## src/rtl/nic_regs_pkg.sv

```systemverilog
package nic_regs_pkg;
  localparam int DATA_W = 8;
  localparam int ADDR_W = 4;

  typedef enum logic [1:0] {PG0 = 2'd0, PG1 = 2'd1, PG2 = 2'd2, PG3 = 2'd3} page_e;

  localparam logic [ADDR_W-1:0] OFS_CMD    = 4'h0;
  localparam logic [ADDR_W-1:0] OFS_ISR    = 4'h7;
  localparam logic [ADDR_W-1:0] OFS_RCFG   = 4'hC;
  localparam logic [ADDR_W-1:0] OFS_IMASK  = 4'hF;
  localparam logic [ADDR_W-1:0] OFS_TALLY0 = 4'hD;

  localparam int CB_STOP  = 0;
  localparam int CB_START = 1;
  localparam int CB_TX    = 2;

  localparam int SB_RXOK = 0;
  localparam int SB_TXOK = 1;
  localparam int SB_RXER = 2;
  localparam int SB_TXER = 3;
  localparam int SB_OVW  = 4;
  localparam int SB_CNT  = 5;
  localparam int SB_DMA  = 6;
  localparam int SB_QUIET = 7;
  localparam int NUM_MASKED = 7;

  localparam int RCFG_MON = 5;
endpackage

```

## src/rtl/nic_cmd_ctrl.sv

```systemverilog
module nic_cmd_ctrl
  import nic_regs_pkg::*;
(
  input  logic              clk,
  input  logic              rst,
  input  logic              cmd_we,
  input  logic [DATA_W-1:0] wdata,
  input  logic              tx_done,
  output logic              running,
  output page_e             page,
  output logic [2:0]        dma_cmd,
  output logic              tx_busy,
  output logic [DATA_W-1:0] cmd_rd
);
  logic run_next;

  always_comb begin
    run_next = running;
    if (cmd_we) begin
      if (wdata[CB_STOP])       run_next = 1'b0;
      else if (wdata[CB_START]) run_next = 1'b1;
    end
  end

  always_ff @(posedge clk) begin
    if (rst) begin
      running <= 1'b0;
      page    <= PG0;
      dma_cmd <= '0;
      tx_busy <= 1'b0;
    end else begin
      running <= run_next;
      if (cmd_we) begin
        page    <= page_e'(wdata[7:6]);
        dma_cmd <= wdata[5:3];
      end
      if (cmd_we && wdata[CB_TX] && run_next) tx_busy <= 1'b1;
      else if (tx_done)                       tx_busy <= 1'b0;
    end
  end

  assign cmd_rd = {page, dma_cmd, tx_busy, running, ~running};
endmodule

```

## src/rtl/nic_int_ctrl.sv

```systemverilog
module nic_int_ctrl
  import nic_regs_pkg::*;
(
  input  logic                  clk,
  input  logic                  rst,
  input  logic [NUM_MASKED-1:0] ev,
  input  logic                  quiet_cond,
  input  logic                  start_cmd,
  input  logic                  isr_we,
  input  logic                  mask_we,
  input  logic [DATA_W-1:0]     wdata,
  output logic [DATA_W-1:0]     isr,
  output logic [NUM_MASKED-1:0] mask,
  output logic                  irq
);
  logic [DATA_W-1:0] clr;
  assign clr = isr_we ? wdata : '0;

  genvar b;
  generate
    for (b = 0; b < NUM_MASKED; b++) begin : g_bit
      always_ff @(posedge clk) begin
        if (rst) isr[b] <= 1'b0;
        else     isr[b] <= (isr[b] & ~clr[b]) | ev[b];
      end
    end
  endgenerate

  always_ff @(posedge clk) begin
    if (rst)             isr[SB_QUIET] <= 1'b0;
    else if (start_cmd)  isr[SB_QUIET] <= 1'b0;
    else if (quiet_cond) isr[SB_QUIET] <= 1'b1;
    else                 isr[SB_QUIET] <= isr[SB_QUIET] & ~clr[SB_QUIET];
  end

  always_ff @(posedge clk) begin
    if (rst) begin
      mask <= '0;
      irq  <= 1'b0;
    end else begin
      if (mask_we) mask <= wdata[NUM_MASKED-1:0];
      irq <= |(isr[NUM_MASKED-1:0] & mask);
    end
  end
endmodule

```

## src/rtl/nic_tally_cnt.sv

```systemverilog
module nic_tally_cnt #(
  parameter int W = 8
) (
  input  logic         clk,
  input  logic         rst,
  input  logic         inc,
  input  logic         clr,
  output logic [W-1:0] cnt,
  output logic         msb_rise
);
  localparam logic [W-1:0] TOP = {W{1'b1}};
  logic [W-1:0] nxt;

  always_comb begin
    if (clr)                     nxt = inc ? W'(1) : '0;
    else if (inc && cnt != TOP)  nxt = cnt + W'(1);
    else                         nxt = cnt;
  end

  assign msb_rise = nxt[W-1] & ~cnt[W-1];

  always_ff @(posedge clk) begin
    if (rst) cnt <= '0;
    else     cnt <= nxt;
  end
endmodule

```

## src/rtl/nic_host_regs.sv

```systemverilog
module nic_host_regs
  import nic_regs_pkg::*;
#(
  parameter int NUM_TALLY = 3,
  parameter int SA_BYTES  = 6,
  parameter int MC_BYTES  = 8
) (
  input  logic                     clk,
  input  logic                     rst,
  input  logic [ADDR_W-1:0]        bus_addr,
  input  logic [DATA_W-1:0]        bus_wdata,
  input  logic                     bus_wr,
  input  logic                     bus_rd,
  output logic [DATA_W-1:0]        bus_rdata,
  output logic                     irq,
  input  logic                     core_idle,
  input  logic                     ev_rx_ok,
  input  logic                     ev_rx_err,
  input  logic                     ev_tx_ok,
  input  logic                     ev_tx_err,
  input  logic                     ev_ovw,
  input  logic                     ev_dma_done,
  input  logic                     cnt_align,
  input  logic                     cnt_crc,
  input  logic                     cnt_miss,
  output logic                     ctl_running,
  output logic                     tx_req,
  output logic [2:0]               dma_cmd,
  output logic [DATA_W-1:0]        rx_cfg,
  output logic [8*SA_BYTES-1:0]    station_addr,
  output logic [DATA_W-1:0]        cur_page,
  output logic [8*MC_BYTES-1:0]    mcast_filter
);
  localparam int P1_LAST = SA_BYTES + 1 + MC_BYTES;
  localparam int CUR_OFS = SA_BYTES + 1;

  logic              running;
  page_e             page;
  logic              tx_busy;
  logic [DATA_W-1:0] cmd_rd;
  logic              cmd_we, isr_we, mask_we, rcfg_we, p1_we, start_cmd, tx_done;
  logic [DATA_W-1:0] isr;
  logic [NUM_MASKED-1:0] mask;
  logic [NUM_MASKED-1:0] ev;
  logic [NUM_TALLY-1:0][DATA_W-1:0] tally_val;
  logic [NUM_TALLY-1:0] tally_inc, tally_clr, tally_rise;
  logic [DATA_W-1:0] p1_mem [1:P1_LAST];
  logic [DATA_W-1:0] rd_val;

  assign cmd_we    = bus_wr && bus_addr == OFS_CMD;
  assign isr_we    = bus_wr && page == PG0 && bus_addr == OFS_ISR;
  assign mask_we   = bus_wr && page == PG0 && bus_addr == OFS_IMASK;
  assign rcfg_we   = bus_wr && page == PG0 && bus_addr == OFS_RCFG;
  assign p1_we     = bus_wr && page == PG1 && bus_addr != OFS_CMD;
  assign start_cmd = cmd_we && !bus_wdata[CB_STOP] && bus_wdata[CB_START];
  assign tx_done   = ev_tx_ok | ev_tx_err;

  nic_cmd_ctrl u_cmd (
    .clk(clk), .rst(rst), .cmd_we(cmd_we), .wdata(bus_wdata), .tx_done(tx_done),
    .running(running), .page(page), .dma_cmd(dma_cmd), .tx_busy(tx_busy), .cmd_rd(cmd_rd)
  );

  assign ev[SB_RXOK] = ev_rx_ok;
  assign ev[SB_TXOK] = ev_tx_ok;
  assign ev[SB_RXER] = ev_rx_err;
  assign ev[SB_TXER] = ev_tx_err;
  assign ev[SB_OVW]  = ev_ovw;
  assign ev[SB_CNT]  = |tally_rise;
  assign ev[SB_DMA]  = ev_dma_done;

  nic_int_ctrl u_int (
    .clk(clk), .rst(rst), .ev(ev), .quiet_cond(!running && core_idle),
    .start_cmd(start_cmd), .isr_we(isr_we), .mask_we(mask_we), .wdata(bus_wdata),
    .isr(isr), .mask(mask), .irq(irq)
  );

  // Increment gating: index 0 alignment, 1 CRC, 2 missed packet.
  always_comb begin
    tally_inc = '0;
    tally_inc[0] = cnt_align & running;
    if (NUM_TALLY > 1) tally_inc[1] = cnt_crc & running;
    if (NUM_TALLY > 2) tally_inc[2] = cnt_miss & (running | rx_cfg[RCFG_MON]);
  end

  genvar t;
  generate
    for (t = 0; t < NUM_TALLY; t++) begin : g_tally
      assign tally_clr[t] = bus_rd && page == PG0 && bus_addr == ADDR_W'(OFS_TALLY0 + t);
      nic_tally_cnt #(.W(DATA_W)) u_cnt (
        .clk(clk), .rst(rst), .inc(tally_inc[t]), .clr(tally_clr[t]),
        .cnt(tally_val[t]), .msb_rise(tally_rise[t])
      );
    end
  endgenerate

  always_ff @(posedge clk) begin
    if (rst) rx_cfg <= '0;
    else if (rcfg_we) rx_cfg <= bus_wdata;
  end

  always_ff @(posedge clk) begin
    if (rst) begin
      for (int i = 1; i <= P1_LAST; i++) p1_mem[i] <= '0;
    end else if (p1_we) begin
      p1_mem[bus_addr] <= bus_wdata;
    end
  end

  genvar g;
  generate
    for (g = 0; g < SA_BYTES; g++) begin : g_sa
      assign station_addr[8*g +: 8] = p1_mem[1 + g];
    end
    for (g = 0; g < MC_BYTES; g++) begin : g_mc
      assign mcast_filter[8*g +: 8] = p1_mem[CUR_OFS + 1 + g];
    end
  endgenerate
  assign cur_page = p1_mem[CUR_OFS];

  always_comb begin
    rd_val = '0;
    if (bus_addr == OFS_CMD) begin
      rd_val = cmd_rd;
    end else begin
      unique case (page)
        PG0: begin
          if (bus_addr == OFS_ISR) rd_val = isr;
          for (int i = 0; i < NUM_TALLY; i++)
            if (bus_addr == ADDR_W'(OFS_TALLY0 + i)) rd_val = tally_val[i];
        end
        PG1: rd_val = p1_mem[bus_addr];
        PG2: begin
          if (bus_addr == OFS_RCFG)  rd_val = rx_cfg;
          if (bus_addr == OFS_IMASK) rd_val = {1'b0, mask};
        end
        default: rd_val = '0;
      endcase
    end
  end

  always_ff @(posedge clk) begin
    if (rst) bus_rdata <= '0;
    else if (bus_rd) bus_rdata <= rd_val;
  end

  assign ctl_running = running;
  assign tx_req      = tx_busy;
endmodule

```

## config.mk

```make
export PLATFORM = sky130hd
export DESIGN_NAME = nic_host_regs
export DESIGN_NICKNAME = d
export VERILOG_FILES = /design/src/rtl/nic_regs_pkg.sv /design/src/rtl/nic_cmd_ctrl.sv /design/src/rtl/nic_int_ctrl.sv /design/src/rtl/nic_tally_cnt.sv /design/src/rtl/nic_host_regs.sv
export SDC_FILE = /design/constraint.sdc
export NUM_CORES = 1
export LEC_CHECK = 0
export ABC_CLOCK_PERIOD_IN_PS = 2400
export BUFFER_PORTS_ARGS = -buffer_cell sky130_fd_sc_hd__buf_2
export CORE_ASPECT_RATIO = 2
export CORE_MARGIN = 2
export CORE_UTILIZATION = 45
export CTS_BUF_LIST = sky130_fd_sc_hd__clkbuf_4 sky130_fd_sc_hd__clkbuf_8
export CTS_CLUSTER_SIZE = 28
export DETAILED_ROUTE_END_ITERATION = 8
export PLACE_DENSITY = 0.69
export REMOVE_ABC_BUFFERS = 1
export SYNTH_ARGS = -nofsm -noshare
export SYNTH_HDL_FRONTEND = slang
export SYNTH_SLANG_ARGS = --single-unit
export TNS_END_PERCENT = 10
```

## constraint.sdc

```tcl
create_clock -name clk -period 2.4 [get_ports clk]
set_input_delay 0.36 -clock clk [delete_from_list [all_inputs] [get_ports clk]]
set_output_delay 0.36 -clock clk [all_outputs]
set_load 0.02 [all_outputs]
```

* Yosys cells after proc, flatten, opt, wreduce, memory -nomap -nowiden
Memory sizes are Yosys's and may differ from the RTL's.
Cells that the tools add are included.
** Storage, ports and cells
- Register bits :: 63
- Latch bits :: 0
- RAM bits :: 120
- Memory bits (read-only) :: 0
- Input port bits :: 26
- Output and inout port bits :: 142
- Logic and storage cells :: 136
- Memories :: 1
** Memories
- p1_mem :: depth 15, bits a word 8, read ports 16, clocked after Yosys merged registers in 0, write ports 15, line nic_host_regs.sv:47 : logic [DATA_W-1:0] p1_mem [1:P1_LAST];
** Cells by class
- Add/subtract/negate cells :: 3
- Multipliers :: 0
- Divide/modulo/power cells :: 0
- $lt $le $gt $ge :: 0
- Equal/unequal tests :: 10
- Shift operators :: 0
- Multiplexer cells :: 32
- Bitwise logic cells :: 36
- Reduce and logical (&&, ||, !) cells :: 32
** Operators with widths (count)
- $mux 8 :: 15
- $add 8x1->8 const B :: 3
- $ne 8x8->1 const B :: 3
- $pmux 8 s3 :: 1
- $logic_and 1x1->1 :: 19
- $eq 4x4->1 const B :: 4
- $mux 1 :: 15
- $and 1x1->1 :: 14
- $not 1->1 :: 12
- $or 1x1->1 :: 9
- $reduce_bool 2->1 :: 4
- $reduce_or 8->1 :: 1
- $and 7x7->7 :: 1
- $reduce_or 7->1 :: 1
- $eq 4x3->1 const B :: 1
- $logic_not 4->1 :: 1
- $mux 4 :: 1
- $reduce_bool 4->1 :: 1
- $reduce_or 3->1 :: 1
- $eq 2x1->1 const B :: 1
- $eq 2x2->1 const B :: 1
- $logic_not 1->1 :: 2
- $logic_not 2->1 :: 1
- $reduce_or 2->1 :: 1

* Depth between registers and ports, before layout
- Depth after elaboration :: 8
- Gate-level depth with buffers :: 8
- Depth with buffers taken out :: 6

* Cells and area by module
A second synthesis with hierarchy kept.
** Unflattened totals
- Cell total of the unflattened synthesis :: 837
- Area total of the unflattened synthesis :: 9645.5 um^2
** By module, submodules not included
- nic_host_regs :: instances 1, cells each 595, area each 7315.8 um^2
- nic_tally_cnt :: instances 3, cells each 52, area each 467.9 um^2
- nic_int_ctrl :: instances 1, cells each 53, area each 604.3 um^2
- nic_cmd_ctrl :: instances 1, cells each 33, area each 321.6 um^2

* Least setup slack after synthesis
OpenSTA, ideal clock, no wires.
- Path type :: reg-to-reg
- From :: register u_cmd.page[1]
- To :: memory p1_mem[3][0] (enable)
- Data arrival time :: 1799 ps
- Required time :: 2016 ps
- Slack :: 217 ps
- Cell stages (with the launch flop) :: 6
- Buffers on the path :: 1
- Cells stage by stage :: dfxtp_1 -> nor2b_1 -> and3_1 -> buf_2 -> nand2_1 -> o21ai_0
** RTL lines
- start: declaration :: line nic_cmd_ctrl.sv:10 : output page_e page,
- start signal: assignment :: line nic_cmd_ctrl.sv:34 : page <= page_e'(wdata[7:6]);
- end: declaration :: line nic_host_regs.sv:47

==> flow_summary.json <==
{
  "status": "finished, final reports clean",
  "grt_pass1_wl_um": 44400,
  "synth_top_area_cell": "edfxtp_1",
  "antenna_found_initial": 0,
  "hold_buffers": 0,
  "initial_utilization_pct": 45.7,
  "hold-worst-slack_ns": 0.0609,
  "cts_made_buffers": 17,
  "final_antenna_net_count": 0,
  "dp.cells": 1235,
  "clock_path_buffers": 2,
  "r2r_cells": 5,
  "syn2layout_area_growth_pct": 17.2,
  "met2_usage_pct": 52.3,
  "cpMaxStageDelayCell": "and3_1",
  "fin_crit_ns": 1.99,
  "path_delay_family": "simple AND/OR/NAND/NOR gates",
  "ys_ff_latch": 191,
  "first_iter_violations": 579,
  "avgSynthCellArea_sq_um": 11.6,
  "critical_path_depth": 5,
  "rsz0062_at_grt": "no",
  "p_total_mw": 6.37,
  "num_vias": 7271,
  "synth.area.top_cells": "edfxtp_1 41%, dfxtp_1 13%, and2_1 7.8%",
  "cp_num_buf_inv": 1,
  "cts-resized-gates": 0,
  "grt-ovfl-total": 0,
  "clkTransAtPathRegs_ns": 0.09,
  "hold_violations": 0,
  "ys_top_cells_by_count": "128 x edfxtp_1, 116 x and2_1, 63 x dfxtp_1, 53 x nand2_1, 53 x nor2_1",
  "fin_area_sq_um": 11000,
  "dieArea_sq_um": 22000,
  "crit_chain": "nor2b_1, and3_1, nand3b_1, o21ai_0, buf_4",
  "power_switching_mw": 1.67,
  "grt_usage_pct": 27.4,
  "core-area_sq_um": 20500,
  "critPathRequiredTime_ns": 2.61,
  "start_kind": "flop",
  "rows": 74,
  "grt_util_met1_pct": 28.2,
  "fin_nets": 1017,
  "clock_power_share_pct": 31.6,
  "finalSetupViolCount": 0,
  "clock_latency_ns": 0.51,
  "synth-edff-count": 128,
  "ios": 168,
  "place_area_sq_um": 10600,
  "grt_pass1_vias": 7313,
  "fmax_mhz": 503,
  "synthFlopType": "edfxtp_1",
  "yosys_warnings": 0,
  "top_usage_layer": "met2",
  "async_flop_share_pct": 0,
  "place_congestion": 1.01,
  "fill_cells": 1851,
  "netlist_instances": 806,
  "fin_skew_ns": 0.0173,
  "p_leak_nw": 4.52,
  "crit_type": "reg2reg",
  "synth_top_cell_area_share_pct": 41.1,
  "first_pass_iters": 7,
  "syn_area_sq_um": 9360,
  "use_met3_pct": 5.01,
  "yosysMostFrequentCell": "edfxtp_1",
  "swShare_pct": 26.3,
  "yosysUniqueCellTypes": 72,
  "relSlewSlack_pct": 61.0,
  "critPathMaxStageDelay_ns": 0.41,
  "avgRoutedWirePerCell_um": 23.6,
  "tightest_slew_ns": 0.586,
  "cts_setup_buffers": 0,
  "drt_wl_total_um": 29900,
  "clock_sinks": 191,
  "drive_gt1_share_pct": 28.7,
  "worstPathMaxFanout": 8,
  "dieHeight_um": 208,
  "hold-path-cell-count": 3,
  "end_kind": "flop",
  "drv_slew": 0,
  "vias_per_cell": 5.73,
  "period_share_pct": 82.9,
  "dp_hpwl_um": 22500,
  "p_seq_share_pct": 57.7,
  "portBuffers": 167,
  "seq_area_frac_synth_pct": 54.5,
  "htreeDepth": 4,
  "tns_ns": 0,
  "cts-root-buf": "clkbuf_8",
  "pwr_density_cell_nw_per_um2": 580,
  "ir_drop_mv": 0.451,
  "fp.dieW_um": 106,
  "min_path_type": "in2reg",
  "cap_viol_max_count": 0,
  "instances_no_fill": 1268,
  "cts_tree": "done",
  "worstPathArrival_ns": 2.20,
  "internal_power_mw": 4.70,
  "grt_max_degree": 50,
  "drc_errors": 0,
  "share_comb_of_total_power_pct": 10.7
}
==> placed cells by master (no fill, tap or decap), types with 8 or more instances in the layout <==
| cell | n |
|---|---|
| a21oi_1 | 37 |
| a31oi_1 | 10 |
| nand2_1 | 53 |
| nor2b_1 | 10 |
| xor2_1 | 12 |
| edfxtp_1 | 128 |
| nand3_1 | 20 |
| clkbuf_8 | 19 |
| and3_1 | 17 |
| a22oi_1 | 25 |
| nor2_1 | 53 |
| nand4_1 | 9 |
| dfxtp_1 | 63 |
| buf_4 | 48 |
| mux4_2 | 20 |
| and2_1 | 116 |
| o21ai_0 | 16 |
| mux2i_1 | 42 |
| conb_1 | 8 |
| nand2b_1 | 12 |
| buf_2 | 167 |
==> worst register-to-register path: cells and delay by family (launching register included) <==
family | cells | cell delay [ns]
buf+inv | 1 | 0.21
flops | 1 | 0.33
simple gates | 3 | 0.88
compound gates | 1 | 0.28
==> cell families (layout without fill, tap and decap cells) <==
group | after synthesis | in the layout | synth area share, %
AOI/OAI and AO/OA | 135 | 135 | 10.1
xor gates and xnor gates | 16 | 16 | 1.50
adders and majority gates | 3 | 3 | 0.401
buffers and inverters | 67 | 255 | 4.14
DFF | 191 | 191 | 54.5
muxes | 64 | 64 | 9.54
other | 1 | 9 | 0.0401
and+or+nand+nor | 329 | 329 | 19.7
==> worst paths after layout <==
| kind | from | slack, ns | endpoint |
|---|---|---|---|
| worst max-delay path | u_cmd.page[0] | 0.41 | p1_mem[10][0] |
| worst min-delay path | ev_rx_err | 0.06 | u_int.isr[2] |
| worst max register to register | u_cmd.page[0] | 0.41 | p1_mem[10][0] |
| worst min register to register | u_cmd.dma_cmd[1] | 0.52 | u_cmd.dma_cmd[1] |
==> stage by stage <==
step	worst slack, ns	util [%]
floorplan	0.0302	-
global placement	0.237	51.8
detailed placement	0.224	51.8
CTS	0.450	53.6
global route	0.262	53.6
finish	0.411	53.6
==> final cells by class <==
class                   instances  area (sq um)  area share, %
clock inverters                12          93.8          0.855
multi-input cells             555          3890           35.5
flip-flops and latches        191          5100           46.5
well taps                     266           333           3.03
inverters                       5          18.8          0.171
repair buffers                218          1260           11.4
diodes                          1          2.50         0.0228
clock buffers                  20           269           2.45
==> power groups by stage <==
stage / clock (mW) / sequential (mW) / combinational (mW)
floorplan: 0 / 3.82 / 0.215
global placement: 0 / 3.75 / 0.670
detailed placement: 0 / 3.75 / 0.675
CTS: 2.03 / 3.67 / 0.677
global route: 2.16 / 3.68 / 0.714
finish: 2.01 / 3.67 / 0.679
==> sequential cells by signal (all words and copies together) (netlist names) <==
register,flops
p1_mem,128
g_tally.u_cnt.cnt,24
bus_rdata,8
rx_cfg,8
u_int.isr,8
u_int.mask,7
u_cmd.dma_cmd,3
u_cmd.page,2
u_cmd.running,1
u_cmd.tx_busy,1
u_int.irq,1
==> routing by layer <==
metal / wire [um] / up-vias
met5: 0 / -
met1: 10000 / 3586
met3: 1630 / 74
met4: 1310 / 0
met2: 17000 / 311
li1: - / 3300
No activity file was read; power rests on OpenSTA's default activity.
